**src/rtl/kd_pkg.sv**
```systemverilog
package kd_pkg;
  typedef enum logic [2:0] {
    OP_MODE     = 3'd0,
    OP_PRESCALE = 3'd1,
    OP_RD_FIFO  = 3'd2,
    OP_RD_DISP  = 3'd3,
    OP_WR_DISP  = 3'd4,
    OP_BLANK    = 3'd5,
    OP_CLR_OVR  = 3'd6,
    OP_NONE     = 3'd7
  } kd_op_e;
endpackage

```
**src/rtl/kd_prescaler.sv**
```systemverilog
module kd_prescaler #(
  parameter int DIV_W = 5
) (
  input  logic             clk,
  input  logic             rst,
  input  logic [DIV_W-1:0] div,
  output logic             tick
);
  logic [DIV_W-1:0] cnt;

  always_ff @(posedge clk) begin
    if (rst) begin
      cnt  <= '0;
      tick <= 1'b0;
    end else if (cnt >= div) begin
      cnt  <= '0;
      tick <= 1'b1;
    end else begin
      cnt  <= cnt + 1'b1;
      tick <= 1'b0;
    end
  end
endmodule

```
**src/rtl/kd_scan_ctr.sv**
```systemverilog
module kd_scan_ctr #(
  parameter int NSCAN = 4
) (
  input  logic             clk,
  input  logic             rst,
  input  logic             tick,
  input  logic             decoded,
  output logic [NSCAN-1:0] cnt,
  output logic [NSCAN-1:0] scan_q
);
  localparam int SEL_W = $clog2(NSCAN);
  localparam logic [NSCAN-1:0] DEC_LAST = NSCAN'(NSCAN - 1);
  localparam logic [NSCAN-1:0] ENC_LAST = '1;

  logic [NSCAN-1:0] last;
  assign last = decoded ? DEC_LAST : ENC_LAST;

  always_ff @(posedge clk) begin
    if (rst) begin
      cnt    <= '0;
      scan_q <= '0;
    end else begin
      if (tick) cnt <= (cnt >= last) ? '0 : cnt + 1'b1;
      scan_q <= decoded ? (NSCAN'(1) << cnt[SEL_W-1:0]) : cnt;
    end
  end
endmodule

```
**src/rtl/kd_keyscan.sv**
```systemverilog
module kd_keyscan #(
  parameter int NRET  = 8,
  parameter int ROW_W = 3
) (
  input  logic                      clk,
  input  logic                      rst,
  input  logic                      tick,
  input  logic                      row_valid,
  input  logic [ROW_W-1:0]          row,
  input  logic [NRET-1:0]           ret,
  input  logic                      rollover,
  input  logic                      shift_in,
  input  logic                      ctrl_in,
  output logic                      push,
  output logic [1+1+ROW_W+$clog2(NRET)-1:0] code
);
  localparam int COL_W = $clog2(NRET);
  localparam int NROW  = 2 ** ROW_W;

  logic [NRET-1:0]  prev [NROW];
  logic [NRET-1:0]  acc  [NROW];
  logic [NRET-1:0]  cand;
  logic [COL_W-1:0] col;
  logic             hit, any_held, take;

  always_comb begin
    cand = ret & prev[row] & ~acc[row];
    hit  = 1'b0;
    col  = '0;
    for (int i = NRET - 1; i >= 0; i--) begin
      if (cand[i]) begin
        hit = 1'b1;
        col = i[COL_W-1:0];
      end
    end
    any_held = 1'b0;
    for (int r = 0; r < NROW; r++) any_held = any_held | (|acc[r]);
    take = hit && (rollover || !any_held);
  end

  always_ff @(posedge clk) begin
    if (rst) begin
      for (int r = 0; r < NROW; r++) begin
        prev[r] <= '0;
        acc[r]  <= '0;
      end
      push <= 1'b0;
      code <= '0;
    end else begin
      push <= 1'b0;
      if (tick && row_valid) begin
        prev[row] <= ret;
        acc[row]  <= (acc[row] | (take ? (NRET'(1) << col) : '0)) & ret;
        push      <= take;
        code      <= {ctrl_in, shift_in, row, col};
      end
    end
  end
endmodule

```
**src/rtl/kd_fifo.sv**
```systemverilog
module kd_fifo #(
  parameter int W     = 8,
  parameter int DEPTH = 8
) (
  input  logic                       clk,
  input  logic                       rst,
  input  logic                       push,
  input  logic [W-1:0]               wdata,
  input  logic                       pop,
  input  logic                       clr_ovr,
  output logic [W-1:0]               head,
  output logic [$clog2(DEPTH+1)-1:0] count,
  output logic                       ovr
);
  localparam int AW = $clog2(DEPTH);
  localparam int CW = $clog2(DEPTH + 1);

  logic [W-1:0]  mem [DEPTH];
  logic [AW-1:0] wptr, rptr;
  logic          full, do_push, do_pop;

  assign full    = (count == CW'(DEPTH));
  assign do_push = push && !full;
  assign do_pop  = pop && (count != '0);
  assign head    = mem[rptr];

  always_ff @(posedge clk) begin
    if (do_push) mem[wptr] <= wdata;
  end

  always_ff @(posedge clk) begin
    if (rst) begin
      wptr  <= '0;
      rptr  <= '0;
      count <= '0;
      ovr   <= 1'b0;
    end else begin
      if (do_push) wptr <= wptr + 1'b1;
      if (do_pop)  rptr <= rptr + 1'b1;
      count <= count + CW'(do_push) - CW'(do_pop);
      if (push && full) ovr <= 1'b1;
      else if (clr_ovr) ovr <= 1'b0;
    end
  end
endmodule

```
**src/rtl/keymat_display_ctrl.sv**
```systemverilog
module keymat_display_ctrl
  import kd_pkg::*;
#(
  parameter int NRET       = 8,
  parameter int NSCAN      = 4,
  parameter int FIFO_DEPTH = 8,
  parameter int DIV_RESET  = 31
) (
  input  logic             clk,
  input  logic             rst,
  input  logic             cs,
  input  logic             rd,
  input  logic             wr,
  input  logic             a0,
  input  logic [7:0]       din,
  output logic [7:0]       dout,
  output logic             irq,
  input  logic [NRET-1:0]  ret_in,
  input  logic             shift_in,
  input  logic             ctrl_in,
  output logic [NSCAN-1:0] scan_out,
  output logic [3:0]       grp_a,
  output logic [3:0]       grp_b
);
  localparam int DIV_W      = 5;
  localparam int ROW_W      = NSCAN - 1;
  localparam int CODE_W     = 2 + ROW_W + $clog2(NRET);
  localparam int CNT_W      = $clog2(FIFO_DEPTH + 1);
  localparam int DISP_DEPTH = 2 ** NSCAN;

  logic             rollover_q, decoded_q, src_disp_q, blank_q;
  logic [DIV_W-1:0] div_q;
  logic [NSCAN-1:0] ptr_q, cnt;
  logic [7:0]       ram [DISP_DEPTH];
  logic             tick, key_push, pop, clr_ovr, ovr, wr_stb, rd_stb;
  logic [CODE_W-1:0] key_code;
  logic [7:0]       head;
  logic [CNT_W-1:0] fifo_count;
  logic [7:0]       status;
  kd_op_e           op;

  assign wr_stb  = cs && wr;
  assign rd_stb  = cs && rd;
  assign op      = kd_op_e'(din[7:5]);
  assign clr_ovr = wr_stb && a0 && (op == OP_CLR_OVR);
  assign pop     = rd_stb && !a0 && !src_disp_q;
  assign status  = {ovr, {(7 - CNT_W){1'b0}}, fifo_count};

  kd_prescaler #(.DIV_W(DIV_W)) u_pre (
    .clk(clk), .rst(rst), .div(div_q), .tick(tick)
  );

  kd_scan_ctr #(.NSCAN(NSCAN)) u_scan (
    .clk(clk), .rst(rst), .tick(tick), .decoded(decoded_q),
    .cnt(cnt), .scan_q(scan_out)
  );

  kd_keyscan #(.NRET(NRET), .ROW_W(ROW_W)) u_keys (
    .clk(clk), .rst(rst), .tick(tick), .row_valid(!cnt[NSCAN-1]),
    .row(cnt[ROW_W-1:0]), .ret(ret_in), .rollover(rollover_q),
    .shift_in(shift_in), .ctrl_in(ctrl_in), .push(key_push), .code(key_code)
  );

  kd_fifo #(.W(CODE_W), .DEPTH(FIFO_DEPTH)) u_fifo (
    .clk(clk), .rst(rst), .push(key_push), .wdata(key_code), .pop(pop),
    .clr_ovr(clr_ovr), .head(head), .count(fifo_count), .ovr(ovr)
  );

  always_ff @(posedge clk) begin
    if (wr_stb && !a0) ram[ptr_q] <= din;
  end

  always_ff @(posedge clk) begin
    if (rst) begin
      rollover_q <= 1'b0;
      decoded_q  <= 1'b0;
      src_disp_q <= 1'b0;
      blank_q    <= 1'b0;
      div_q      <= DIV_W'(DIV_RESET);
      ptr_q      <= '0;
      dout       <= '0;
      irq        <= 1'b0;
      grp_a      <= '0;
      grp_b      <= '0;
    end else begin
      irq <= (fifo_count != '0);
      if (blank_q) begin
        grp_a <= '0;
        grp_b <= '0;
      end else begin
        grp_a <= ram[cnt][7:4];
        grp_b <= ram[cnt][3:0];
      end
      if (wr_stb && a0) begin
        unique case (op)
          OP_MODE:     begin rollover_q <= din[0]; decoded_q <= din[1]; end
          OP_PRESCALE: div_q <= din[DIV_W-1:0];
          OP_RD_FIFO:  src_disp_q <= 1'b0;
          OP_RD_DISP:  begin src_disp_q <= 1'b1; ptr_q <= din[NSCAN-1:0]; end
          OP_WR_DISP:  ptr_q <= din[NSCAN-1:0];
          OP_BLANK:    blank_q <= din[0];
          default:     ;
        endcase
      end else if (wr_stb) begin
        ptr_q <= ptr_q + 1'b1;
      end else if (rd_stb) begin
        if (a0) dout <= status;
        else if (src_disp_q) begin
          dout  <= ram[ptr_q];
          ptr_q <= ptr_q + 1'b1;
        end else dout <= head;
      end
    end
  end
endmodule

```
**config.mk**
```make
export PLATFORM = sky130hd
export DESIGN_NAME = keymat_display_ctrl
export DESIGN_NICKNAME = d
export VERILOG_FILES = /design/src/rtl/kd_pkg.sv /design/src/rtl/kd_prescaler.sv /design/src/rtl/kd_scan_ctr.sv /design/src/rtl/kd_keyscan.sv /design/src/rtl/kd_fifo.sv /design/src/rtl/keymat_display_ctrl.sv
export SDC_FILE = /design/constraint.sdc
export NUM_CORES = 1
export LEC_CHECK = 0
export CORE_ASPECT_RATIO = 0.8
export CORE_MARGIN = 1.5
export CORE_UTILIZATION = 45
export CTS_CLUSTER_DIAMETER = 80
export DETAILED_ROUTE_END_ITERATION = 10
export PLACE_DENSITY = 0.68
export SYNTH_ARGS = -nofsm -noshare
export SYNTH_HDL_FRONTEND = slang
export SYNTH_SLANG_ARGS = --single-unit
```
**constraint.sdc**
```tcl
create_clock -name clk -period 3.5 [get_ports clk]
set_clock_uncertainty 0.1 [all_clocks]
set_input_delay 0.875 -clock clk [delete_from_list [all_inputs] [get_ports clk]]
set_output_delay 0.875 -clock clk [all_outputs]
set_load 0.05 [all_outputs]
```
Word-level counts from Yosys, hierarchy flattened --
Memories as Yosys holds them, arrays and structs flattened. A register that Yosys moved wholly into a read port is not among the register bits. Cells that the tools add are included.
Word-level totals: input port bits 24, logic and storage cells 156, memories 4, output and inout bits 21, flip-flop bits (word level) 56, memory bits (writable) 320
Cells by class: muxes and demuxes 55, equal/unequal tests 9, reduce and logical (&&, ||, !) cells 44, add/sub/neg operators 7, shift-type cells 2, bitwise logic cells 15, magnitude comparators 2
Memories:
- ram | words 16, bits a word 8, read ports 2, clocked after memory_dff 2, write ports 1, RTL line keymat_display_ctrl.sv:34 | logic [7:0] ram [DISP_DEPTH];
- u_fifo.mem | words 8, bits a word 8, read ports 1, clocked after memory_dff 1, write ports 1, RTL line kd_fifo.sv:18 | logic [W-1:0] mem [DEPTH];
- u_keys.acc | words 8, bits a word 8, read ports 9, clocked after memory_dff 1, write ports 8, RTL line kd_keyscan.sv:21 | logic [NRET-1:0] acc [NROW];
- u_keys.prev | words 8, bits a word 8, read ports 1, clocked after memory_dff 1, write ports 8, RTL line kd_keyscan.sv:20 | logic [NRET-1:0] prev [NROW];
Operators by type and width (count):
- 8-bit OR reduction | 10
- 3-bit 2-to-1 mux | 16
- 4-bit 2-to-1 mux | 11
- 8-bit 2-to-1 mux | 5
- 8-bit bitwise AND | 3
- 1-bit 2-to-1 mux | 22
- 1-bit logical AND | 12
- 3-bit equality test, second input constant | 3
- 4-bit by 1-bit adder with 4-bit output, second input constant | 2
- 8-bit inverter | 1
- 8-bit bitwise OR | 1
- 2-bit AND reduction | 4
- 2-bit OR reduction | 4
- 1-bit by 3-bit << shifter with 8-bit output, first input constant | 1
- 1-bit bitwise OR | 7
- 3-bit by 1-bit adder with 3-bit output, second input constant | 2
- 3-bit by 2-bit equality test with 1-bit output, second input constant | 2
- 3-bit nonzero test | 2
- 5-bit by 1-bit adder with 5-bit output, second input constant | 1
- 5-bit >= comparator | 1
- 1-bit zero test | 5
- 4-bit by 1-bit adder with 4-bit output | 1
- 4-bit equality test, second input constant | 1
- 4-bit >= comparator | 1
- other kinds (13) | 16

Logic depth before layout (Yosys ltp) --
An unclocked memory read counts as a cell.
depth after elaboration 16, depth in mapped cells 10, depth with buffers taken out 10

By module --
From an unflattened synthesis, not the netlist that was laid out.
Unflattened totals: cells, all modules 1233, area, all modules 18163.7 um2
Modules (own cells, without submodules):
- keymat_display_ctrl | times used 1, cells an instance 505, area each 7678.6 um2
- kd_keyscan | times used 1, cells an instance 472, area each 6522.5 um2
- kd_fifo | times used 1, cells an instance 179, area each 3194.3 um2
- kd_scan_ctr | times used 1, cells an instance 40, area each 426.7 um2
- kd_prescaler | times used 1, cells an instance 37, area each 341.6 um2

Least setup slack after synthesis --
Ideal clock, no wire load.
path type in2reg, start input port a0, end register u_fifo.count[2], data required time 3.272 ns, buffers on the path 1, stages on the path 9, path slack 0.161 ns, arrival 3.112 ns, cell sequence clkbuf_1 > a2111oi_0 > ha_1 > inv_1 > ha_1 > inv_1 > fa_1 > xor2_1 > nor2_1
On the way: cells in the longest elaborated chain, start to end 5
Ends and longest elaborated chain:
- from (decl) | RTL line keymat_display_ctrl.sv:14 | input logic a0,
- 1-bit zero test | RTL line keymat_display_ctrl.sv:46 | assign pop = rd_stb && !a0 && !src_disp_q;
- 1-bit logical AND (2 in series) | RTL line keymat_display_ctrl.sv:46
- 1-bit logical AND | RTL line kd_fifo.sv:24 | assign do_pop = pop && (count != '0);
- via u_fifo.do_pop | RTL line kd_fifo.sv:20 | logic full, do_push, do_pop;
- 4-bit by 1-bit subtractor with 4-bit output | RTL line kd_fifo.sv:40 | count <= count + CW'(do_push) - CW'(do_pop);
- to (signal assigned) | RTL line kd_fifo.sv:40
- to (decl) | RTL line kd_fifo.sv:12 | output logic [$clog2(DEPTH+1)-1:0] count,
The timed path passes the listed nets, and every way through them passes these cells. A chain may end at the register's enable or synchronous reset.

==> results.tsv <==
stage	metric	value	unit
route	routed len/inst	23.4	um
timing	Min Hold Slack	0.364	ns
yosys	Syn. warnings	0	
die	Core Rows	64	
run_status	status	completed	
route	routed vias	10410	
place	Placer Congestion	0.902	
clocking	root buffer cell	clkbuf_16	
clocking	post-CTS setup repair buffer count	0	
yosys	synthesized flop and latch total	394	
layout	nets	1280	
layout	synth-to-layout area growth	16.9	%
yosys	Avg Cell Area, Syn	15.9	um^2
clocking	H-tree depth	2	
worst_hold_path	Hold Crit Class	reg -> reg	
place	input/output buffers	44	
layout	leading cell type in the layout, fill and taps excluded	edfxtp_1	
route	post-route ant nets	0	
timing	final hold vios	0	
clocking	hold-fix buffers at CTS	0	
die	die width	225	um
place	DPL Wire Length	29.0	mm
global_routing	grt ovf	0	
global_routing	vias in the first global route	10348	
timing	Least-Margin Pin Slew	0.863	ns
yosys	Synth Flop Type	edfxtp_1	
die	core box area	0.0385	mm^2
clocking	Clk pin slew, worst setup/hold paths	0.06	ns
global_routing	total global-route track usage	20.9	%
die	I/O pin count	45	
power_and_ir_drop	Lkg Pwr	7.08	nW
layout	most frequent cells in the layout	edfxtp_1, nor2_1, mux4_2	
clocking	clock buffer count from CTS	40	
worst_setup_path	CP top delay family	simple AND/OR/NAND/NOR gates	
worst_setup_path	Slowest cell on crit path	mux4_1	
global_routing	first-pass GRT wire length	63.7	mm
worst_setup_path	largest fanout on the critical path	12	
timing	Setup-failing EPs final	0	
worst_setup_path	CP Cell Sequence	buf_12, mux4_1, mux2_2, nand3_2, o21ai_1, or4_1, o21ai_2, and2_1	
clocking	post_cts resized	0	
yosys	Mapped Area	0.0177	mm^2
die	Die Y	180	um
clocking	Clk Latency, worst-skew pair	0.55	ns
yosys	count of different cell masters after synthesis	67	
timing	fin. max-slew vios	0	
timing	final setup slack of the worst path	0.298	ns
worst_setup_path	CP max stage delay	0.58	ns
place	pre-CTS WS	0.0896	ns
yosys	Synth Instances	1115	
worst_setup_path	WP data arrival	3.51	ns
layout	fraction of layout cells with a size suffix above 1	24.2	%
power_and_ir_drop	Pwr Density	491	mW/mm^2
timing	min cycle time layout	3.20	ns
route	initial DRC count	1172	
route	drc violations	0	
global_routing	largest net degree at the start of global routing	50	
die	Initial Util	46.0	%
timing	maximum clock frequency	312	MHz
layout	non-filler cells, final	1791	
place	dpl cells	1717	
place	placed instance area	0.0193	mm^2
clocking	Max Buffers Root-to-Sink	3	
clocking	TritonCTS clock tree	done	
flow_run	Max-Cap Viols	0	
yosys	EDFF count, synth	320	
worst_setup_path	Buf/Inv on CP	1	
worst_setup_path	Worst Setup Start Kind	register	
timing	final worst path period share	91.5	%
route	DR pass1 iterations	5	
route	vias per cell	5.81	
timing	RSZ-0062 raised after global routing	no	
worst_setup_path	Critical Setup Path Class	reg -> reg	
worst_setup_path	Crit. End Element	register	
timing	Post-Route Setup TNS	0	ns
yosys	sequential element share of the synthesized area	62.6	%
power_and_ir_drop	Peak VDD IR	303	uV
clocking	sink count of the clock tree	394	
layout	Final Cell Area	0.0207	mm^2
route	drt total wl	41.9	mm
global_routing	initial antenna violation count	2	
yosys	ys async rst share	0	%
die	die footprint	0.0406	mm^2
timing	Slew headroom	42.3	%
yosys	syn nets	1164	
worst_setup_path	CP required	3.81	ns
## metal layers
metal	share of wire, %	up-vias	track usage [%]
li1	-	4593	-
met1	45	5345	31.6
met2	46	402	31.5
met3	7.3	70	3.67
met4	2.0	0	5.45
met5	0	-	0
## path summary, 6_finish.rpt
check / cells past startpoint / end / slack [ns] / startpoint
hold reg to reg: 1 / u_pre.cnt[0]$_SDFF_PP0_ / 0.36 / u_pre.cnt[0]$_SDFF_PP0_
setup reg to reg: 8 / u_keys.acc[5][5]$_SDFFCE_PN0P_ / 0.30 / register
setup / recovery: 8 / u_keys.acc[5][5]$_SDFFCE_PN0P_ / 0.30 / register
hold / removal: 1 / u_pre.cnt[0]$_SDFF_PP0_ / 0.36 / u_pre.cnt[0]$_SDFF_PP0_
## report_power, final
part           internal, W  total [W]  switching (W)  leakage, nW
sequential         0.00514    0.00520      0.0000593         3.61
clock              0.00263    0.00440        0.00177        0.679
combinational     0.000249   0.000573       0.000324         2.79
## kinds of logic (layout without fill, tap and decap cells)
group	count (synthesis)	in the layout	share of synthesized area [%]
AND/OR/NAND/NOR	367	367	11.0
buffers and inverters	88	235	2.37
AO/OA/AOI/OAI	70	70	2.93
XOR/XNOR	11	11	0.544
flip-flops	394	394	62.6
multiplexers	160	160	18.7
other	0	1	0
adder cells (fa/ha/maj)	25	25	1.81
## registers in the layout (all words and copies together), names as in the netlist, 3 cells and up, named ones only
name           flops
u_fifo.mem        64
u_fifo.rptr        3
grp_a              4
u_keys.prev       64
u_fifo.wptr        3
grp_b              4
u_pre.cnt          5
u_scan.scan_q      4
u_keys.acc        64
dout               8
u_keys.code        8
u_scan.cnt         4
u_fifo.count       4
ptr_q              4
div_q              5
ram              128
## metrics by stage
stage | util, % | power (W)
after floorplan | - | 0.00562
after global placement | 50.2 | 0.00586
after detailed placement | 50.2 | 0.00586
after CTS | 53.7 | 0.0102
after global routing | 53.7 | 0.0105
final | 53.7 | 0.0102
## Yosys cell counts, types with 19 or more instances
cell / count / area (um^2)
nor2_1: 123 / 462
a21oi_1: 20 / 100
and3_1: 44 / 275
and2_1: 31 / 194
nand2_1: 48 / 180
dfxtp_1: 74 / 1480
clkbuf_1: 45 / 169
nand2b_1: 20 / 125
mux4_1: 24 / 631
mux4_2: 104 / 2340
ha_1: 24 / 300
mux2i_1: 24 / 240
edfxtp_1: 320 / 9610
inv_1: 19 / 71.3
nor3_1: 22 / 110
## final cells by class
class / count / area, um^2
flip-flops and latches: 394 / 11100
diodes: 1 / 2.50
fillers: 3062 / 17800
well taps: 528 / 661
multi-input cells: 633 / 6210
clock inverters: 11 / 119
inverters: 20 / 75.1
repair buffers: 142 / 1280
clock buffers: 62 / 1260
Note: power is estimated with default switching activity, not from simulation.
